File: src/rtl/modpwr_pkg.sv
package modpwr_pkg;
  localparam logic [1:0] ST_OFF  = 2'd0;
  localparam logic [1:0] ST_SRST = 2'd1;
  localparam logic [1:0] ST_ON   = 2'd3;
  localparam logic [1:0] ST_BAD  = 2'd2;

  localparam int FLAG_BIT = 9;

  // byte offsets of the register pages
  localparam int CMD_OFF  = 'h000;
  localparam int BUSY_OFF = 'h004;
  localparam int CTRL_PG  = 1;
  localparam int STAT_PG  = 2;
endpackage

File: src/rtl/modpwr_seq.sv
module modpwr_seq
  import modpwr_pkg::*;
#(
  parameter int N    = 16,
  parameter int STEP = 4
) (
  input  logic           clk,
  input  logic           rst,
  input  logic           start,
  input  logic [2*N-1:0] tgt_vec,
  output logic           busy,
  output logic [2*N-1:0] cur_vec
);
  localparam int IDX_W = (N > 1) ? $clog2(N) : 1;
  localparam int CNT_W = (STEP > 1) ? $clog2(STEP) : 1;
  localparam logic [IDX_W-1:0] LAST_IDX = IDX_W'(N - 1);
  localparam logic [CNT_W-1:0] LAST_CNT = CNT_W'(STEP - 1);

  logic [1:0]       cur_q [N];
  logic [IDX_W-1:0] idx_q;
  logic [CNT_W-1:0] cnt_q;
  logic [1:0]       tgt_at;
  logic             pend;

  assign tgt_at = tgt_vec[2*idx_q +: 2];
  assign pend   = (tgt_at != cur_q[idx_q]);

  always_ff @(posedge clk) begin
    if (rst) begin
      busy  <= 1'b0;
      idx_q <= '0;
      cnt_q <= '0;
      for (int i = 0; i < N; i++) cur_q[i] <= ST_OFF;
    end else if (!busy) begin
      if (start) begin
        busy  <= 1'b1;
        idx_q <= '0;
        cnt_q <= '0;
      end
    end else begin
      if (pend && cnt_q != LAST_CNT) begin
        cnt_q <= cnt_q + 1'b1;
      end else begin
        if (pend) cur_q[idx_q] <= tgt_at;
        cnt_q <= '0;
        if (idx_q == LAST_IDX) busy <= 1'b0;
        else                   idx_q <= idx_q + 1'b1;
      end
    end
  end

  for (genvar g = 0; g < N; g++) begin : g_pack
    assign cur_vec[2*g +: 2] = cur_q[g];
  end
endmodule

File: src/rtl/modpwr_drv.sv
module modpwr_drv
  import modpwr_pkg::*;
#(
  parameter int N = 16
) (
  input  logic           clk,
  input  logic           rst,
  input  logic [2*N-1:0] cur_vec,
  output logic [N-1:0]   clk_en,
  output logic [N-1:0]   rst_out
);
  for (genvar g = 0; g < N; g++) begin : g_mod
    logic [1:0] st;
    assign st = cur_vec[2*g +: 2];
    always_ff @(posedge clk) begin
      if (rst) begin
        clk_en[g]  <= 1'b0;
        rst_out[g] <= 1'b1;
      end else begin
        clk_en[g]  <= (st != ST_OFF);
        rst_out[g] <= (st != ST_ON);
      end
    end
  end
endmodule

File: src/rtl/modpwr_ctrl.sv
module modpwr_ctrl
  import modpwr_pkg::*;
#(
  parameter int N    = 16,
  parameter int STEP = 4,
  parameter int AW   = 12
) (
  input  logic          clk,
  input  logic          rst,
  input  logic          wr_en,
  input  logic          rd_en,
  input  logic [AW-1:0] addr,
  input  logic [31:0]   wdata,
  output logic [31:0]   rdata,
  output logic [N-1:0]  mod_clk_en,
  output logic [N-1:0]  mod_rst
);
  localparam int IDX_W = (N > 1) ? $clog2(N) : 1;
  localparam int PG_W  = AW - 8;

  logic [1:0]     next_q [N];
  logic [N-1:0]   flag_q;
  logic [2*N-1:0] tgt_vec;
  logic [2*N-1:0] cur_vec;
  logic           busy;

  logic [PG_W-1:0]  page;
  logic [5:0]       slot;
  logic [IDX_W-1:0] sidx;
  logic             slot_ok;
  logic             ctrl_hit, stat_hit, go;
  logic             unused_bits;

  assign page     = addr[AW-1:8];
  assign slot     = addr[7:2];
  assign sidx     = slot[IDX_W-1:0];
  assign slot_ok  = (int'(slot) < N) && (addr[1:0] == 2'b00);
  assign ctrl_hit = slot_ok && (page == PG_W'(CTRL_PG));
  assign stat_hit = slot_ok && (page == PG_W'(STAT_PG));
  assign go       = wr_en && (addr == AW'(CMD_OFF)) && wdata[0];
  assign unused_bits = ^{wdata[31:10], wdata[8:2], slot};

  always_ff @(posedge clk) begin
    if (rst) begin
      flag_q <= '0;
      for (int i = 0; i < N; i++) next_q[i] <= ST_OFF;
    end else if (wr_en && ctrl_hit) begin
      flag_q[sidx] <= wdata[FLAG_BIT];
      if (wdata[1:0] != ST_BAD) next_q[sidx] <= wdata[1:0];
    end
  end

  for (genvar g = 0; g < N; g++) begin : g_tgt
    assign tgt_vec[2*g +: 2] = next_q[g];
  end

  always_ff @(posedge clk) begin
    if (rst) begin
      rdata <= '0;
    end else if (rd_en) begin
      rdata <= '0;
      if (addr == AW'(BUSY_OFF)) rdata[0] <= busy;
      else if (ctrl_hit) begin
        rdata[1:0]      <= next_q[sidx];
        rdata[FLAG_BIT] <= flag_q[sidx];
      end else if (stat_hit) begin
        rdata[1:0] <= cur_vec[2*sidx +: 2];
      end
    end
  end

  modpwr_seq #(.N(N), .STEP(STEP)) u_seq (
    .clk     (clk),
    .rst     (rst),
    .start   (go),
    .tgt_vec (tgt_vec),
    .busy    (busy),
    .cur_vec (cur_vec)
  );

  modpwr_drv #(.N(N)) u_drv (
    .clk     (clk),
    .rst     (rst),
    .cur_vec (cur_vec),
    .clk_en  (mod_clk_en),
    .rst_out (mod_rst)
  );
endmodule

File: config.mk
export PLATFORM = sky130hd
export DESIGN_NAME = modpwr_ctrl
export DESIGN_NICKNAME = d
export VERILOG_FILES = /design/src/rtl/modpwr_pkg.sv /design/src/rtl/modpwr_seq.sv /design/src/rtl/modpwr_drv.sv /design/src/rtl/modpwr_ctrl.sv
export SDC_FILE = /design/constraint.sdc
export NUM_CORES = 1
export LEC_CHECK = 0
export ABC_AREA = 1
export BUFFER_PORTS_ARGS = -buffer_cell sky130_fd_sc_hd__buf_2
export CORE_ASPECT_RATIO = 1.1
export CORE_UTILIZATION = 55
export DETAILED_ROUTE_END_ITERATION = 16
export PLACE_DENSITY = 0.82
export SLEW_MARGIN = 40
export SYNTH_ARGS = -nofsm -noshare
export SYNTH_HDL_FRONTEND = slang
export SYNTH_SLANG_ARGS = --single-unit
File: constraint.sdc
create_clock -name clk -period 3.1 [get_ports clk]
set_input_delay 0.31 -clock clk [delete_from_list [all_inputs] [get_ports clk]]
set_output_delay 0.31 -clock clk [all_outputs]
set_load 0.005 [all_outputs]
# [After elaboration in Yosys (flattened, before gate mapping)]
# Memory sizes are Yosys's and may differ from the RTL's. A register that Yosys moved wholly into a read port is not among the register bits.
# Index checks and enable logic that the tools add are counted.
[totals] register_bits=58 ram_bits=64 in_bits=48 out_inout_bits=64 word_cells=142 memories=2
[memory_table] name="next_q" depth=16 width=2 rd=17 rd_ports_with_merged_regs=0 wr=16 line="modpwr_ctrl.sv:21" text="logic [1:0] next_q [N];"
[memory_table] name="u_seq.cur_q" depth=16 width=2 rd=17 rd_ports_with_merged_regs=1 wr=16 line="modpwr_seq.sv:19" text="logic [1:0] cur_q [N];"
[classes] n_addsub=2 n_lt_le_gt_ge=3 eq_ne=25 shift=2 mux=41 n_reduce_logical=30
[ops] cell="32-bit by 6-bit variable part select with 2-bit output" n=2
[ops] cell="2-bit inequality test (second input constant)" n=20
[ops] cell="2-bit nonzero test" n=17
[ops] cell="4-bit two-way mux" n=8
[ops] cell="1-bit two-way mux" n=23
[ops] cell="16-bit bitwise mux" n=1
[ops] cell="2-bit two-way mux" n=7
[ops] cell="12-bit by 3-bit == test with 1-bit output (second input constant)" n=1
[ops] cell="12-bit logical NOT" n=1
[ops] cell="1-bit logical AND" n=8
[ops] cell="6-bit by 5-bit less-than comparator with 1-bit output (second input constant)" n=1
[ops] cell="4-bit by 5-bit less-than comparator with 1-bit output (second input constant)" n=1
[ops] cell="4-bit by 1-bit adder with 4-bit output (second input constant)" n=1
[ops] cell="1-bit binary-select mux with 4-bit select" n=1
[ops] cell="1-bit demux with 4-bit select" n=1
[ops] cell="4-bit by 1-bit == test with 1-bit output (second input constant)" n=1
[ops] cell="4-bit by 2-bit == test with 1-bit output (second input constant)" n=1
[ops] cell="4-bit == test (second input constant)" n=1
[ops] cell="4-bit by 1-bit >= comparator with 1-bit output (second input constant)" n=1
[ops] cell="2-bit OR reduction" n=2
[ops] cell="3-bit AND reduction" n=1
[ops] cell="2-bit by 1-bit adder with 2-bit output (second input constant)" n=1
[ops] cell="2-bit logical NOT" n=1
[ops] cell="2-bit inequality test" n=1

# [Logic depth before layout (Yosys ltp)]
# An unclocked memory read counts as a cell.
[logic_depth] word_depth=10 mapped_depth=17

# [Cells and area by module]
# A second synthesis with hierarchy kept.
[hier_totals] hier_cells=951 area_unflattened_um2=7134.3
[by_module_without_submodules] mod="modpwr_ctrl" instances=1 cells_each=444 area_each_um2=3402.0
[by_module_without_submodules] mod="modpwr_seq" instances=1 cells_each=405 area_each_um2=2783.9
[by_module_without_submodules] mod="modpwr_drv" instances=1 cells_each=102 area_each_um2=948.4

# [Least setup slack after synthesis]
# OpenSTA, ideal clock, no wires.
[synth_path] path_kind="flip-flop to flip-flop" from="register u_seq.idx_q[0]" to="memory u_seq.cur_q[0][0] (enable)" arrival_ns=1.643 required_time_ns=2.802 path_slack_ns=1.160 stages_incl_launch_ff=17 n_path_buf=2 cell_sequence="dfxtp_1 > buf_4 > buf_4 > nand2_1 > nand3_1 > nand2_1 > nand2_1 > nand2_2 > inv_1 > nand2_1 > nand2_1 > nand2_1 > nand2_2 > nand2_4 > nor2_4 > nand2_1 > nand2_1"
[synth_rtl] item="start, declared" line="modpwr_seq.sv:20" text="logic [IDX_W-1:0] idx_q;"
[synth_rtl] item="start signal, assigned" line="modpwr_seq.sv:47" text="else idx_q <= idx_q + 1'b1;"
[synth_rtl] item="end, declared" line="modpwr_seq.sv:19"

==> insert_results.sql <==
INSERT INTO impl_metrics (metric_group, metric, value, unit) VALUES
('cts', 'post_cts.resized_instances', '0', ''),
('die', 'die_w', '105', 'µm'),
('pwr', 'pwr_density_cell', '548', 'nW/µm²'),
('yosys', 'synth_area_leader_cell', 'edfxtp_1', ''),
('yosys', 'postSynthRegisterBits', '126', ''),
('pwr', 'internal_power', '3060', 'µW'),
('pwr', 'power.clock.fraction', '47.8', '%'),
('placed_design', 'routabilityCongestion', '0.892', ''),
('grt', 'via_count_of_the_first_global_routing_pass', '5245', ''),
('critical_path', 'critPathRequiredTime', '3230', 'ps'),
('yosys', 'synth_warnings', '0', ''),
('yosys', 'synth-main-ff-cell', 'edfxtp_1', ''),
('sta', 'max_freq', '0.422', 'GHz'),
('sta', 'timing.final.max_slew_violations', '0', ''),
('route', 'detailedRoute.firstPassIterationCount', '6', ''),
('sta', 'setup_total_negative_slack', '0', 'ps'),
('sta', 'tightest_slew', '889', 'ps'),
('critical_path', 'crit_fanout', '21', ''),
('sta', 'finClkSkew', '7.65', 'ps'),
('yosys', 'synth.distinct_cells', '31', ''),
('yosys', 'synth_enable_flop_cells', '64', ''),
('cts', 'deepest_clock_path_buffer_count', '2', ''),
('grt', 'grt_overflow_total', '0', ''),
('yosys', 'portion_of_synthesized_cell_area_occupied_by_the_leading_cell_type', '29.7', '%'),
('sta', 'max_slew_margin', '40.7', '%'),
('placed_design', 'buffer_ports.inserted', '53', ''),
('cts', 'clock_latency', '430', 'ps'),
('pwr', 'net-switching-power', '954', 'µW'),
('pwr', 'share_seq_of_total_power', '45.4', '%'),
('grt', 'pin_count_of_the_biggest_net_entering_global_routing', '41', ''),
('yosys', 'most_frequent_cell_after_synthesis', 'nand2_1', ''),
('sta', 'period_minus_slack', '2370', 'ps'),
('cts', 'post_cts_hold_buffer_count', '0', ''),
('final_layout', 'final_layout_size_suffix_gt1_share', '13.2', '%'),
('grt', 'grt_use_total', '26.9', '%'),
('final_layout', 'design.final.nets', '926', ''),
('yosys', 'synth.cells.most_frequent', 'nand2_1 (168), inv_1 (115), nor2_1 (100)', ''),
('route', 'detail-route-antenna-nets', '0', ''),
('sta', 'count_of_final_hold_check_violations', '0', ''),
('run', 'drv.max_cap_violation_count', '0', ''),
('die', 'initial_core_util', '56.3', '%'),
('cts', 'tritoncts', 'yes', ''),
('yosys', 'synth_async_sr_flop_share', '0', '%'),
('pwr', 'static-leakage-power', '0.00322', 'µW'),
('final_layout', 'layout.cells.non_filler', '1036', ''),
('yosys', 'seq_total_area_yosys', '48.9', '%'),
('outcome', 'status', 'finished, final reports clean', ''),
('yosys', 'synthTopCellsByArea', 'edfxtp_1 (30%), dfxtp_1 (19%), nand2_1 (9.7%)', ''),
('placed_design', 'place_hpwl', '10400', 'µm'),
('pwr', 'vdd_drop_max', '0.343', 'mV'),
('die', 'ioPinCount', '112', ''),
('final_layout', 'area_growth', '13.0', '%'),
('critical_path', 'critPathCaptureType', 'flop', ''),
('cts', 'cts-root-buf', 'clkbuf_16', ''),
('cts', 'postCtsSetupRepairBufs', '0', ''),
('yosys', 'synthesis.area', '6470', 'µm²'),
('route', 'first_iter_violations', '528', ''),
('pwr', 'share_of_power_burned_in_combinational_logic', '6.8', '%'),
('route', 'vias_per_cell', '5.49', ''),
('yosys', 'synth.avg_cell_area', '7.84', 'µm²'),
('critical_path', 'crit_type', 'flop to flop', ''),
('die', 'dieHeight', '116', 'µm'),
('critical_path', 'arrival', '2500', 'ps'),
('route', 'postRouteWirelength', '15500', 'µm'),
('placed_design', 'placedCellCount', '1004', ''),
('route', 'vias', '5691', ''),
('sta', 'period_utilization_post_route', '76.5', '%'),
('die', 'floorplan.core_area', '11500', 'µm²'),
('cts', 'tritoncts.num_buffers', '17', ''),
('final_layout', 'n_fill_cell', '998', ''),
('grt', 'first_pass_grt_wire_length', '25000', 'µm');
==> logic make-up after synthesis <==
family | count (synthesis) | synth area share [%]
AOI/OAI and AO/OA | 114 | 10.3
adders and majority gates | 5 | 0.966
buffers and inverters | 189 | 13.4
DFF | 126 | 48.9
other | 1 | 0.0579
and+or+nand+nor | 391 | 26.5
==> flip-flops by register name, summed over array words and instances, names as in the netlist, named ones only <==
name / cells
flag_q: 16
u_drv.clk_en: 16
u_seq.cnt_q: 2
u_seq.cur_q: 32
u_seq.idx_q: 4
u_drv.rst_out: 16
next_q: 32
u_seq.busy: 1
rdata: 3
==> stage by stage <==
| stage | utilization [%] | cell area [µm²] | power [µW] | worst slack [ps] | hold slack (ps) |
|---|---|---|---|---|---|
| finish | 63.7 | 7320 | 4010 | 728 | 187 |
| CTS | 63.6 | 7310 | 4020 | 742 | 180 |
| floorplan | - | 6580 | 2050 | 1160 | 425 |
| global placement | 58.6 | 6740 | 2110 | 788 | 441 |
| global route | 63.7 | 7320 | 4130 | 501 | 195 |
| detailed placement | 58.6 | 6740 | 2120 | 762 | 455 |
==> metal layers <==
layer	vias up	part of all wire, %	track usage, %
li1	2758	-	-
met1	2607	38	29.7
met2	272	51	48.1
met3	54	7.4	5.12
met4	0	3.9	17.1
met5	-	0	0
==> layout by cell type, fill, tap and decap left out, drive strengths merged, types with 5 or more instances in the layout <==
cell	synthesis	final
a211oi	10	10
a21oi	30	30
dfxtp	62	62
nor2	106	106
nand2	174	174
o22ai	36	36
clkinv	2	11
clkbuf	28	17
inv	118	120
buf	41	69
nor3	6	6
nand4	22	22
edfxtp	64	64
nand3	79	79
conb	1	29
ha	5	5
o21ai	29	29
==> path summary, 6_finish.rpt <==
kind	from	end	cells after the start
min	rd_en	rdata[0]	3
max reg2reg	u_seq.idx_q[0]	u_seq.cur_q[8][0]	14
max	u_seq.idx_q[0]	u_seq.cur_q[8][0]	14
min reg2reg	flag_q[1]	flag_q[1]	2
==> layout make-up <==
cell class / count / area (µm²) / area share, %
Clock buffer: 17 / 425 / 5.81
Clock inverter: 15 / 146 / 2.00
Inverter: 120 / 450 / 6.16
Multi-Input combinational cell: 539 / 2560 / 35.0
Sequential cell: 126 / 3160 / 43.2
Tap cell: 150 / 188 / 2.57
Timing Repair Buffer: 69 / 385 / 5.27
==> critical path: stages, from the launching register on <==
cell	delay (ps)
dfxtp_1	520
inv_2	240
nand2_1	110
nand3_1	70
nand2_1	80
nand2_1	70
nand2_2	130
nor2_4	50
nand3_1	50
nand2_1	60
nand2_2	140
nand2_4	120
nor2_4	190
nand2_1	120
nand2_1	130
==> power groups by stage <==
stage          Clock [µW]  Combinational [µW]  Sequential [µW]
3_3_place_gp            0                 262             1850
4_1_cts              1930                 267             1820
5_1_grt              2000                 301             1830
3_5_place_dp            0                 264             1860
2_1_floorplan           0                 194             1850
6_report             1920                 274             1820
(Power assumes the default switching activity.)
